File: src/rtl/scl_divider_timer.sv
module scl_divider_timer #(
  parameter int CNT_W = 12
) (
  input  logic             clk,
  input  logic             rst_n,
  input  logic             enable,
  input  logic [5:0]       div_code,
  input  logic             align,
  output logic             scl_out,
  output logic             scl_rise,
  output logic             scl_fall,
  output logic             sda_change,
  output logic [CNT_W-1:0] period_out
);

  logic [5:0]       code_q;
  logic [CNT_W-1:0] cnt;
  logic             run;
  logic             scl_q;
  logic [2:0]       idx_i;
  logic [2:0]       idx_j;
  logic [7:0]       base;
  logic [3:0]       tap_scl;
  logic [3:0]       tap_sda;
  logic [CNT_W-1:0] half_c;
  logic [CNT_W-1:0] hold_c;
  logic [CNT_W-1:0] period_c;
  logic             wrap;

  assign idx_i = code_q[4:2];
  assign idx_j = {code_q[5], code_q[1:0]};

  always_comb begin
    case (idx_i)
      3'd0:    base = 8'd4;
      3'd1:    base = 8'd4;
      3'd2:    base = 8'd6;
      3'd3:    base = 8'd6;
      3'd4:    base = 8'd14;
      3'd5:    base = 8'd30;
      3'd6:    base = 8'd62;
      default: base = 8'd126;
    endcase
  end

  always_comb begin
    case (idx_j)
      3'd0:    begin tap_scl = 4'd9;  tap_sda = 4'd3; end
      3'd1:    begin tap_scl = 4'd10; tap_sda = 4'd3; end
      3'd2:    begin tap_scl = 4'd12; tap_sda = 4'd4; end
      3'd3:    begin tap_scl = 4'd15; tap_sda = 4'd4; end
      3'd4:    begin tap_scl = 4'd5;  tap_sda = 4'd1; end
      3'd5:    begin tap_scl = 4'd6;  tap_sda = 4'd1; end
      3'd6:    begin tap_scl = 4'd7;  tap_sda = 4'd2; end
      default: begin tap_scl = 4'd8;  tap_sda = 4'd2; end
    endcase
  end

  // step = 2**idx_i, so the tap product is a shift
  assign half_c   = CNT_W'(base) + (CNT_W'(tap_scl - 4'd1) << idx_i) + CNT_W'(2);
  assign hold_c   = CNT_W'(base) + (CNT_W'(tap_sda - 4'd1) << idx_i) + CNT_W'(3);
  assign period_c = half_c << 1;
  assign wrap     = (cnt == period_c - CNT_W'(1));

  always_ff @(posedge clk) begin
    if (!rst_n) begin
      run    <= 1'b0;
      cnt    <= '0;
      code_q <= '0;
      scl_q  <= 1'b1;
    end else begin
      run   <= enable;
      scl_q <= scl_out;
      if (!run || align || wrap) begin
        cnt    <= '0;
        code_q <= div_code;
      end else begin
        cnt <= cnt + CNT_W'(1);
      end
    end
  end

  assign scl_out    = !run || (cnt >= half_c);
  assign scl_fall   = run && scl_q && !scl_out;
  assign scl_rise   = run && !scl_q && scl_out;
  assign sda_change = run && (cnt == hold_c);
  assign period_out = period_c;

endmodule


File: config.mk
export PLATFORM = sky130hd
export DESIGN_NAME = scl_divider_timer
export DESIGN_NICKNAME = d
export VERILOG_FILES = /design/src/rtl/scl_divider_timer.sv
export SDC_FILE = /design/constraint.sdc
export NUM_CORES = 1
export LEC_CHECK = 0
export BUFFER_PORTS_ARGS = -buffer_cell sky130_fd_sc_hd__buf_2
export CORE_ASPECT_RATIO = 2
export CORE_MARGIN = 2
export CORE_UTILIZATION = 35
export DETAILED_ROUTE_END_ITERATION = 10
export PLACE_DENSITY = 0.51
export SLEW_MARGIN = 20
export SYNTH_ARGS = -nofsm -noshare
export SYNTH_HDL_FRONTEND = slang
export SYNTH_SLANG_ARGS = --single-unit
File: constraint.sdc
create_clock -name clk -period 5.6 [get_ports clk]
set_input_delay 0 -clock clk [delete_from_list [all_inputs] [get_ports clk]]
set_output_delay 0 -clock clk [all_outputs]
set_load 0.02 [all_outputs]
==> summary.md, run 1 <==
| Metric | Value |
|---|---|
| Setup ws final | `350 ps` |
| First-pass GRT wire length | `approximately 13000 microns` |
| Fmax | `190 MHz` |
| IR drop worst, VDD | `0.135 mV` |
| Cells after Synth | `369` |
| Fin. Hold Viols | `0` |
| Routed len/inst | `~17 microns` |
| P_leak | `0.00151 uW` |
| Post-route ant nets | `0` |
| I/O Buffers | `24` |
| Post-layout util | `0.414` |
| DRC | `0` |
| Initial drt markers | `120` |
| Starting Density | `0.361` |
| Die Ht | `between 100 and 150 microns` |
| Final Setup Violations | `0` |
| CP max stage delay | `380 ps` |
| Total track usage | `0.193` |
| Diodes inserted | `0` |
| Worst r2r src | `code_q[5]` |
| Vias in the first global route | `2628` |
| Delay-heaviest family, CP | `compound AO/OA/AOI/OAI gates` |
| Drt total wl | `8100 microns` |
| HP Class | `in -> reg` |
| Reg clk slew, reported paths | `around 60 ps` |
| Total gr overflow | `0` |
| Slew @ Worst Pin | `between 600 and 700 ps` |
| Final instance area | `0.00331 sq mm` |
| DP Area | `roughly 0.0031 sq mm` |
| Crit path max-delay cell type | `a221oi_2` |
| Final Max Slew Viols | `0` |
| Pre-CTS setup slack | `276 ps` |
| Share of cells above drive strength 1 | `0.183` |
| R2r endpoint | `cnt[11]` |
| Row count | `between 40 and 50` |
| Max Root-Sink Buffers | `2` |
| Initial antenna violation count | `0` |
| Syn nets | `419` |
| DRT Pass-1 Iters | `4` |
| Crit start category | `flip-flop` |
| CTS tree | `built` |
| DR vias/cell | `5.28` |
| WS Path Type | `reg -> out` |
| Die Wd | `about 70 microns` |
| CTS root buffer | `clkbuf_16` |
| Mapped cell area | `slightly below 0.003 sq mm` |
| Skew-Pair Late Insertion Delay | `250 ps` |
| Synth-to-Final Area Change | `14.4%` |
| Final HPWL DP | `6810 microns` |
| CP Capture Type | `output port` |
| Post-synthesis cell type count | `65` |
| Register area share after synthesis | `0.138` |
| RePlAce Congestion | `0.853` |
| Core Area | `0.00800 sq mm` |
| Pwr/cell area | `241 mW/mm^2` |
| Clk_skew | `2.86 ps` |
| CP Buf/Inv Count | `2` |
| Maxcap violations | `0` |
| Most frequent CP cell | `ha_1` |
| Worst Path Required | `5600 ps` |
| Min Tclk post-route | `5250 ps` |
| Status | `completed` |
| H-tree depth | `1` |
| Hold endpoint | `code_q[5]` |
| Async S/R FF share, synth | `0` |
| Via total after detailed routing | `2585` |
| Post-synth EDFFs | `0` |
| CTS buffer count | `3` |
| Critical path arrival | `5250 ps` |
| Clk sinks | `20` |
| Syn Area/Cell | `7.84 sq um` |
| Synthesis warning total | `0` |
| Max-slew headroom | `0.562` |
| I/O pin total | `26` |
| Hold Path Depth | `3` |
| Nets | `445` |
| Register-to-Register Path Depth | `22` |
| Die area | `0.00905 sq mm` |
| Hold_sp | `div_code[5]` |
| FF+latch count, synth | `20` |
| Reg2Reg Setup Slack | `490 ps` |
| Post-synth top flop | `dfxtp_1` |
| Largest net degree at the start of global routing | `20` |
| Tcrit/Tclk final | `0.938` |
| Crit-path cells | `buf_6, nand2_1, xor2_1, ha_1, and3_1, o21ai_0, a22o_1, nor2_1, a21oi_2, nor2_1, ha_1, ha_1, a21o_1, a21oi_1, xor2_1, ha_1, a2111oi_2, o21ai_1, a21boi_1, o221ai_1, a221oi_2, and3_1, buf_2` |
| Crit Path Max Fanout | `14` |
==> cells in the final DEF, fill, tap and decap left out, types with 4 or more instances in the layout <==
cell type,count
a21o_1,9
a21oi_1,20
and3_1,6
buf_2,24
buf_4,11
dfxtp_1,20
dlygate4sd3_1,4
ha_1,38
inv_1,25
mux2i_1,8
nand2_1,34
nand2b_1,9
nand3_1,14
nor2_1,19
nor2_2,10
nor2b_1,5
nor3_1,5
o21ai_0,8
o21bai_1,4
o22ai_1,5
xnor2_1,31
xor2_1,18
==> power by group <==
part	switching, uW	total, uW	internal [uW]
Clock	57.3	166	109
Combinational	273	475	202
Sequential	10.0	157	147
==> worst min-delay path, stage by stage <==
cell and delay, ps:
buf_2 100, nand2_1 50, mux2i_1 60
==> per-layer routing <==
metal	GRT usage	part of all wire	vias up
met5	0	0	-
met4	0.0756	0.035	0
met3	0.0170	0.012	15
met2	0.375	0.59	27
met1	0.195	0.36	1211
li1	-	-	1332
==> flip-flops by register name, summed over array words and instances, names as in the netlist <==
| signal | count |
|---|---|
| cnt | 12 |
| code_q | 6 |
| run | 1 |
| scl_q | 1 |
==> synth_stat cells, types with 3 or more instances <==
cell / instances / area, sq um
a211oi_1: 3 / 22.5
a21o_1: 9 / 67.6
a21oi_1: 22 / 110
and3_1: 6 / 37.5
buf_4: 3 / 22.5
clkbuf_1: 13 / 48.8
dfxtp_1: 20 / 400
ha_1: 38 / 475
inv_1: 25 / 93.8
mux2i_1: 8 / 80.1
nand2_1: 34 / 128
nand2b_1: 10 / 62.6
nand3_1: 14 / 70.1
nand4_1: 3 / 18.8
nor2_1: 19 / 71.3
nor2_2: 10 / 62.6
nor2b_1: 5 / 31.3
nor3_1: 5 / 25.0
o211ai_1: 3 / 22.5
o21a_1: 3 / 22.5
o21ai_0: 9 / 45.0
o21bai_1: 4 / 30.0
o22ai_1: 5 / 31.3
xnor2_1: 31 / 272
xor2_1: 20 / 175
==> cell type report <==
type                            instances  area (sq um)
Fill cell                             843          4690
Multi-Input combinational cell        304          2350
Sequential cell                        20           400
Timing Repair Buffer                   40           254
Tap cell                               96           120
Inverter                               26          97.6
Clock buffer                            4          88.8
==> kinds of logic after synthesis <==
logic type               Yosys count  synth area share
AND/OR/NAND/NOR                  120             0.215
AO/OA/AOI/OAI                     80             0.198
XOR/XNOR                          53             0.168
buffers and inverters             45            0.0653
adder cells (fa/ha/maj)           40             0.178
flip-flops                        20             0.138
multiplexers                      10            0.0355
other                              1           0.00130
==> metrics by stage <==
step                power [uW]  TNS, ps  cells  hold WS (ps)
floorplan                  498        0    369           127
global placement           613        0    481           208
detailed placement         618        0    481           225
CTS                        792        0    489          12.6
global route               861    -10.3    490          31.2
finish                     798        0    490          7.12
==> worst max-delay path by stage <==
stage	startpoint	to	slack (ps)	cells past startpoint
2_1_floorplan	code_q[1]	scl_fall	310	24
3_3_place_gp	code_q[5]	cnt[10]	290	21
3_5_place_dp	code_q[5]	scl_fall	280	23
4_1_cts	code_q[5]	scl_fall	120	23
5_1_grt	code_q[5]	scl_fall	-10	23
6_report	code_q[5]	scl_fall	350	23
==> what timing repair did <==
action                     CTS  global route
gates resized for setup      1            11
setup endpoints to repair    1             5
pin swaps                    0             2
cloned                       0             0
hold buffers                 4             0
setup buffers                0             1
hold endpoints to repair     4             0
(Power assumes the default switching activity.)
==> inputs of run 2 (changes only) <==
ABC_AREA = 1   (was unset)
PLACE_DENSITY = 0.5   (was 0.51)
==> run 2 against run 1 <==
Area after synthesis grew 7.3%. Wire length grew 8.0%. Sequential power shrank 3%. Utilization shrank 1.5 points. Worst hold slack gained 45 ps. Clock skew is essentially flat. Non-clock buffer count shrank 7. Via count grew 19%. Flip-flop and latch count is the same. Critical path type unchanged.
==> summary.md, run 2 <==
| Metric | Value |
|---|---|
| Min Tclk post-route | `between 4000 and 5000 ps` |
| Worst Path Required | `approximately 5600 ps` |
| Post-layout util | `0.399` |
| Worst setup startpoint | `code_q[5]` |
| Max reg flops | `12` |
| Register area share after synthesis | `0.129` |
| Worst r2r src | `code_q[5]` |
| Syn nets | `547` |
| RSZ-0062 raised after global routing | `no` |
| RePlAce Congestion | `0.936` |
| Commonest non-fill, non-tap cell in the layout | `nand2_1` |
| Die area | `0.00968 sq mm` |
| CP max stage delay | `~400 ps` |
| Starting Density | `0.359` |
| GRT busiest layer | `met2` |
| Nets | `around 570` |
| Fmax | `211 MHz` |
| Initial drt markers | `92` |
| Setup TNS | `0 ps` |
| CP Capture Type | `output port` |
| Row count | `48` |
| Tcrit/Tclk final | `0.845` |
| FF+latch count, synth | `20` |
| Multi-input gate area | `0.00231 sq mm` |
| WS Path Type | `reg -> out` |
| Post-synth top flop | `dfxtp_1` |
| Via total after detailed routing | `3084` |
| Critical path arrival | `~4700 ps` |
| Post-synthesis cell type count | `39` |
| Yosys top cell by area | `ha_1` |
| Most frequent cell after synthesis | `nand2_1` |
| Synth-to-Final Area Change | `11.1%` |
| Skew-Pair Late Insertion Delay | `between 200 and 300 ps` |
| Final Setup Violations | `0` |
| Vias in the first global route | `3031` |
| I/O Buffers | `24` |
| Global Route met1 Usage | `0.180` |
| DR vias/cell | `4.99` |
| Pre-CTS setup slack | `1020 ps` |
| Post-synth top cells | `nand2_1, inv_1, nand3_1` |
| Reg clk slew, reported paths | `60 ps` |
| Share of cells above drive strength 1 | `0.143` |
| First-pass GRT wire length | `approximately 14000 microns` |
| Clk_skew | `2.42 ps` |
| DRT Pass-1 Iters | `4` |
| Crit start category | `flip-flop` |
| Fillers | `~1000` |
| Slew @ Worst Pin | `~980 ps` |
| Final HPWL DP | `7600 microns` |
| Clk sinks | `20` |
| Synthesis warning total | `0` |
| Post-synth EDFFs | `0` |
| Largest net degree at the start of global routing | `22` |
| CTS tree | `built` |
| Core Area | `0.00865 sq mm` |
| Setup ws final | `around 870 ps` |
| HP Class | `in -> reg` |
| Cells after Synth | `around 500` |
| Most frequent cells in the layout | `nand2_1, inv_1, nand3_1` |
| CTS buffer count | `3` |
| Initial antenna violation count | `0` |
| Diodes inserted | `0` |
| Top Registers | `cnt: 12 flops, code_q: 6 flops` |
| Mapped cell area | `0.00310 sq mm` |
| Pwr/cell area | `between 200 and 250 mW/mm^2` |
| Async S/R FF share, synth | `0` |
| Reg area | `~400 sq um` |
| Routing usage on met3 | `0.0133` |
| Maxcap violations | `0` |
| Global routing met2 resource utilization | `0.398` |
| Crit Path Max Fanout | `7` |
| Crit path max-delay cell type | `dfxtp_1` |
| Max-slew headroom | `0.345` |
| Total track usage | `0.189` |
| Synth area leaders | `ha_1, nand2_1, dfxtp_1` |
| Total gr overflow | `0` |
| I/O pin total | `26` |
| H-tree depth | `1` |
| Fin. Hold Viols | `0` |
| DRC | `0` |
| Most frequent CP cell | `nand2_1` |
| Routed len/inst | `14.2 microns` |
| Register with the highest flop count | `cnt` |
| Post-cts sizing count | `0` |
| Hold buffers post-CTS | `7` |
| Hold_sp | `rst_n` |
| Die Wd | `70.6 microns` |
| Status | `completed` |
| Die Ht | `around 140 microns` |
| Area fraction of the dominant cell type after synthesis | `0.153` |
| Max Root-Sink Buffers | `2` |
| Drt total wl | `a little under 9000 microns` |
| CTS root buffer | `clkbuf_16` |
| IR drop worst, VDD | `0.213 mV` |
| P_leak | `between 0.0015 and 0.002 uW` |
| Post-CTS setup buffer count | `0` |
| Post-route ant nets | `0` |
| Syn Area/Cell | `6.24 sq um` |
| Final Max Slew Viols | `0` |
[run 2: critical path, delay by kind of cell (launching register included)]
| kind | cells | cell delay (ps) |
|---|---|---|
| compound gates | 6 | 990 |
| simple gates | 16 | 1500 |
| buf+inv | 4 | 360 |
| fa+ha+maj | 4 | 1250 |
| flops | 1 | 390 |
[run 2: where the power goes]
| part | switching [uW] | internal, uW |
|---|---|---|
| Clock | 54.1 | 142 |
| Combinational | 255 | 139 |
| Sequential | 6.26 | 146 |
[run 2: worst paths after layout]
path                    to  slack (ps)  cells past startpoint
setup / recovery  scl_rise         870                     30
hold reg to reg      scl_q         460                      1
hold / removal       scl_q          50                      2
setup reg to reg    cnt[0]        1000                     27
[run 2: area by class of cell]
cell class | instances | area share
clock buffer | 3 | 0.0218
clock inverter | 1 | 0.00871
inverter | 79 | 0.0860
multi-input combinational | 382 | 0.672
sequential | 20 | 0.116
tap | 100 | 0.0363
timing repair buffer | 33 | 0.0595
[run 2: per-layer routing]
layer	vias up	wire length (microns)	part of all wire
li1	1635	-	-
met1	1376	3150	0.36
met2	54	5060	0.58
met3	19	160	0.018
met4	0	378	0.043
met5	-	0	0
[run 2: kinds of logic after synthesis]
group	count (synthesis)	share of synthesized area
other cells	1	0.00121
flops	20	0.129
xor+xnor	24	0.0677
compound gates	50	0.0887
simple gates	267	0.422
fa+ha+maj	40	0.166
buf+inv	95	0.125
[run 2: per-stage QoR]
stage / instances / power (uW) / hold WS, ps / area, sq um
finish: 618 / 742 / 52.6 / 3450
global route: 618 / 807 / 78.2 / 3450
CTS: 618 / 749 / 53.3 / 3450
detailed placement: 607 / 546 / 187 / 3270
global placement: 607 / 541 / 185 / 3270
floorplan: 497 / 454 / 97.6 / 3100
==> inputs of run 3 (changes only) <==
ABC_AREA = 0   (was 1)
PLACE_DENSITY = 0.53   (was 0.5)
clock period = 3.9 ns   (was 5.6 ns; I/O delays follow)
==> run 3 against run 2 <==
The run now ends with negative setup slack left. Via count is 3.1% lower. Die area is 6.5% lower. Utilization is 19 points higher. Largest power group unchanged.
==> summary.md, run 3 (synthesis gave the netlist of run 1 again) <==
| Metric | Value |
|---|---|
| Largest net degree at the start of global routing | `16` |
| Violated checks | `negative setup slack` |
| Max reg flops | `12` |
| CTS buffer count | `3` |
| Fmax | `about 220 MHz` |
| GRT busiest layer | `met2` |
| Most frequent cells in the layout | `buf_4, nand2_1, xnor2_1` |
| Commonest non-fill, non-tap cell in the layout | `buf_4` |
| Clk sinks | `20` |
| Row count | `46` |
| Final Setup Violations | `23` |
| Die Wd | `about 68 microns` |
| Diodes inserted | `0` |
| CP max stage delay | `350 ps` |
| Total gr overflow | `0` |
| Skew-Pair Late Insertion Delay | `260 ps` |
| RePlAce Congestion | `approximately 0.93` |
| DR vias/cell | `5.17` |
| Setup ws final | `-745 ps` |
| Status | `finished, violations left` |
| Crit path max-delay cell type | `ha_1` |
| Register with the highest flop count | `cnt` |
| CP Buf/Inv Count | `3` |
| Crit-path cells | `buf_4, nand2_2, xor2_2, ha_4, and3_4, o21ai_2, a22o_1, nor2_2, a21oi_2, nor2_1, ha_1, ha_4, a21o_1, a21oi_2, xor2_2, ha_4, a2111oi_4, o21ai_2, a21boi_2, o221ai_2, a221oi_2, buf_4, nand2_2, buf_6` |
| Hold Slack | `22.7 ps` |
| Vias in the first global route | `3128` |
| Total track usage | `0.214` |
| Total power | `1510 uW` |
| WS Path Type | `reg -> out` |
| Min Tclk post-route | `4640 ps` |
| CTS root buffer | `clkbuf_16` |
| Pwr/cell area | `320 mW/mm^2` |
| Final HPWL DP | `7410 microns` |
| Fin. Hold Viols | `0` |
| Maxcap violations | `0` |
| Post-route ant nets | `0` |
| Core Area | `around 0.008 sq mm` |
| CP Capture Type | `output port` |
| Multi-input gate area | `roughly 0.003 sq mm` |
| Tcrit/Tclk final | `1.19` |
| Die area | `0.00905 sq mm` |
| Critical path arrival | `approximately 4600 ps` |
| Via total after detailed routing | `2987` |
| Synth-to-Final Area Change | `63.0%` |
| Global routing met2 resource utilization | `0.419` |
| Reg area | `405 sq um` |
| Routed len/inst | `16.3 microns` |
| Setup TNS | `-15690 ps` |
| First-pass GRT wire length | `14900 microns` |
| Die Ht | `133 microns` |
| RSZ-0062 raised after global routing | `yes` |
| Worst Path Required | `just under 4000 ps` |
| Delay-heaviest family, CP | `compound AO/OA/AOI/OAI gates` |
| DRC | `0` |
| Routing usage on met3 | `0.0196` |
| Global Route met1 Usage | `0.215` |
| Reg clk slew, reported paths | `60 ps` |
| Top Registers | `cnt: 12 flops, code_q: 6 flops` |
| Initial drt markers | `121` |
| CTS tree | `built` |
| H-tree depth | `1` |
| Share of cells above drive strength 1 | `0.498` |
| Initial antenna violation count | `0` |
| I/O Buffers | `24` |
| Final Max Slew Viols | `0` |
| Max Root-Sink Buffers | `2` |
| I/O pin total | `26` |
| HP Class | `in -> reg` |
| Nets | `534` |
| IR drop worst, VDD | `0.210 mV` |
| Clk_skew | `about 8.5 ps` |
| Crit start category | `flip-flop` |
| Drt total wl | `9430 microns` |
| Starting Density | `0.361` |
| DRT Pass-1 Iters | `4` |
| Most frequent CP cell | `ha_4` |
| P_leak | `between 0.002 and 0.0025 uW` |
| Crit Path Max Fanout | `4` |
| Fillers | `686` |
-- run 3: worst reg2reg max path: cells and delay by family, from the launching register on --
kind,cells,cell delay (ps)
AO/OA/AOI/OAI,7,1250
AND/OR/NAND/NOR,8,1180
adder cells (fa/ha/maj),3,920
buffers and inverters,3,490
XOR/XNOR,2,430
flip-flops,1,340
-- run 3: area by class of cell --
cell class / count / share of cell area
multi-input cells: 304 / 0.635
repair buffers: 129 / 0.217
flip-flops and latches: 20 / 0.0860
well taps: 96 / 0.0255
inverters: 26 / 0.0207
clock buffers: 3 / 0.0159
-- run 3: per-stage QoR --
step / setup slack, ps / util / cell area, sq um / cells
after floorplan: -601 / - / 3150 / 369
after global placement: -927 / 0.487 / 3890 / 548
after detailed placement: -986 / 0.487 / 3890 / 548
after CTS: -788 / 0.540 / 4320 / 567
after global routing: -1020 / 0.589 / 4710 / 578
final: -745 / 0.589 / 4710 / 578
-- run 3: timing repair --
item / 4_1_cts / 5_1_grt
hold buffers: 5 / 0
hold endpoints to repair: 5 / 0
gates resized for setup: 43 / 53
setup endpoints to repair: 26 / 26
pin swaps: 29 / 25
setup buffers: 11 / 11
gates cloned: 0 / 1
-- run 3: worst paths after layout --
path          startpoint        end  slack [ps]  cells after the start
max            code_q[5]    scl_out        -740                     24
min          div_code[5]  code_q[5]          20                      3
max reg2reg    code_q[5]    cnt[10]        -740                     23
min reg2reg          run      scl_q         530                      1
-- run 3: where the power goes --
| part | switching [uW] | internal, uW | leakage (uW) |
|---|---|---|---|
| Clock | 78.4 | 135 | 0.0000370 |
| Combinational | 532 | 539 | 0.00184 |
| Sequential | 11.5 | 211 | 0.000164 |
-- run 3: metal layers --
metal,part of all wire,wire [microns]
met5,0,0
met4,0.035,330
met3,0.0093,88
met2,0.60,5680
met1,0.35,3330
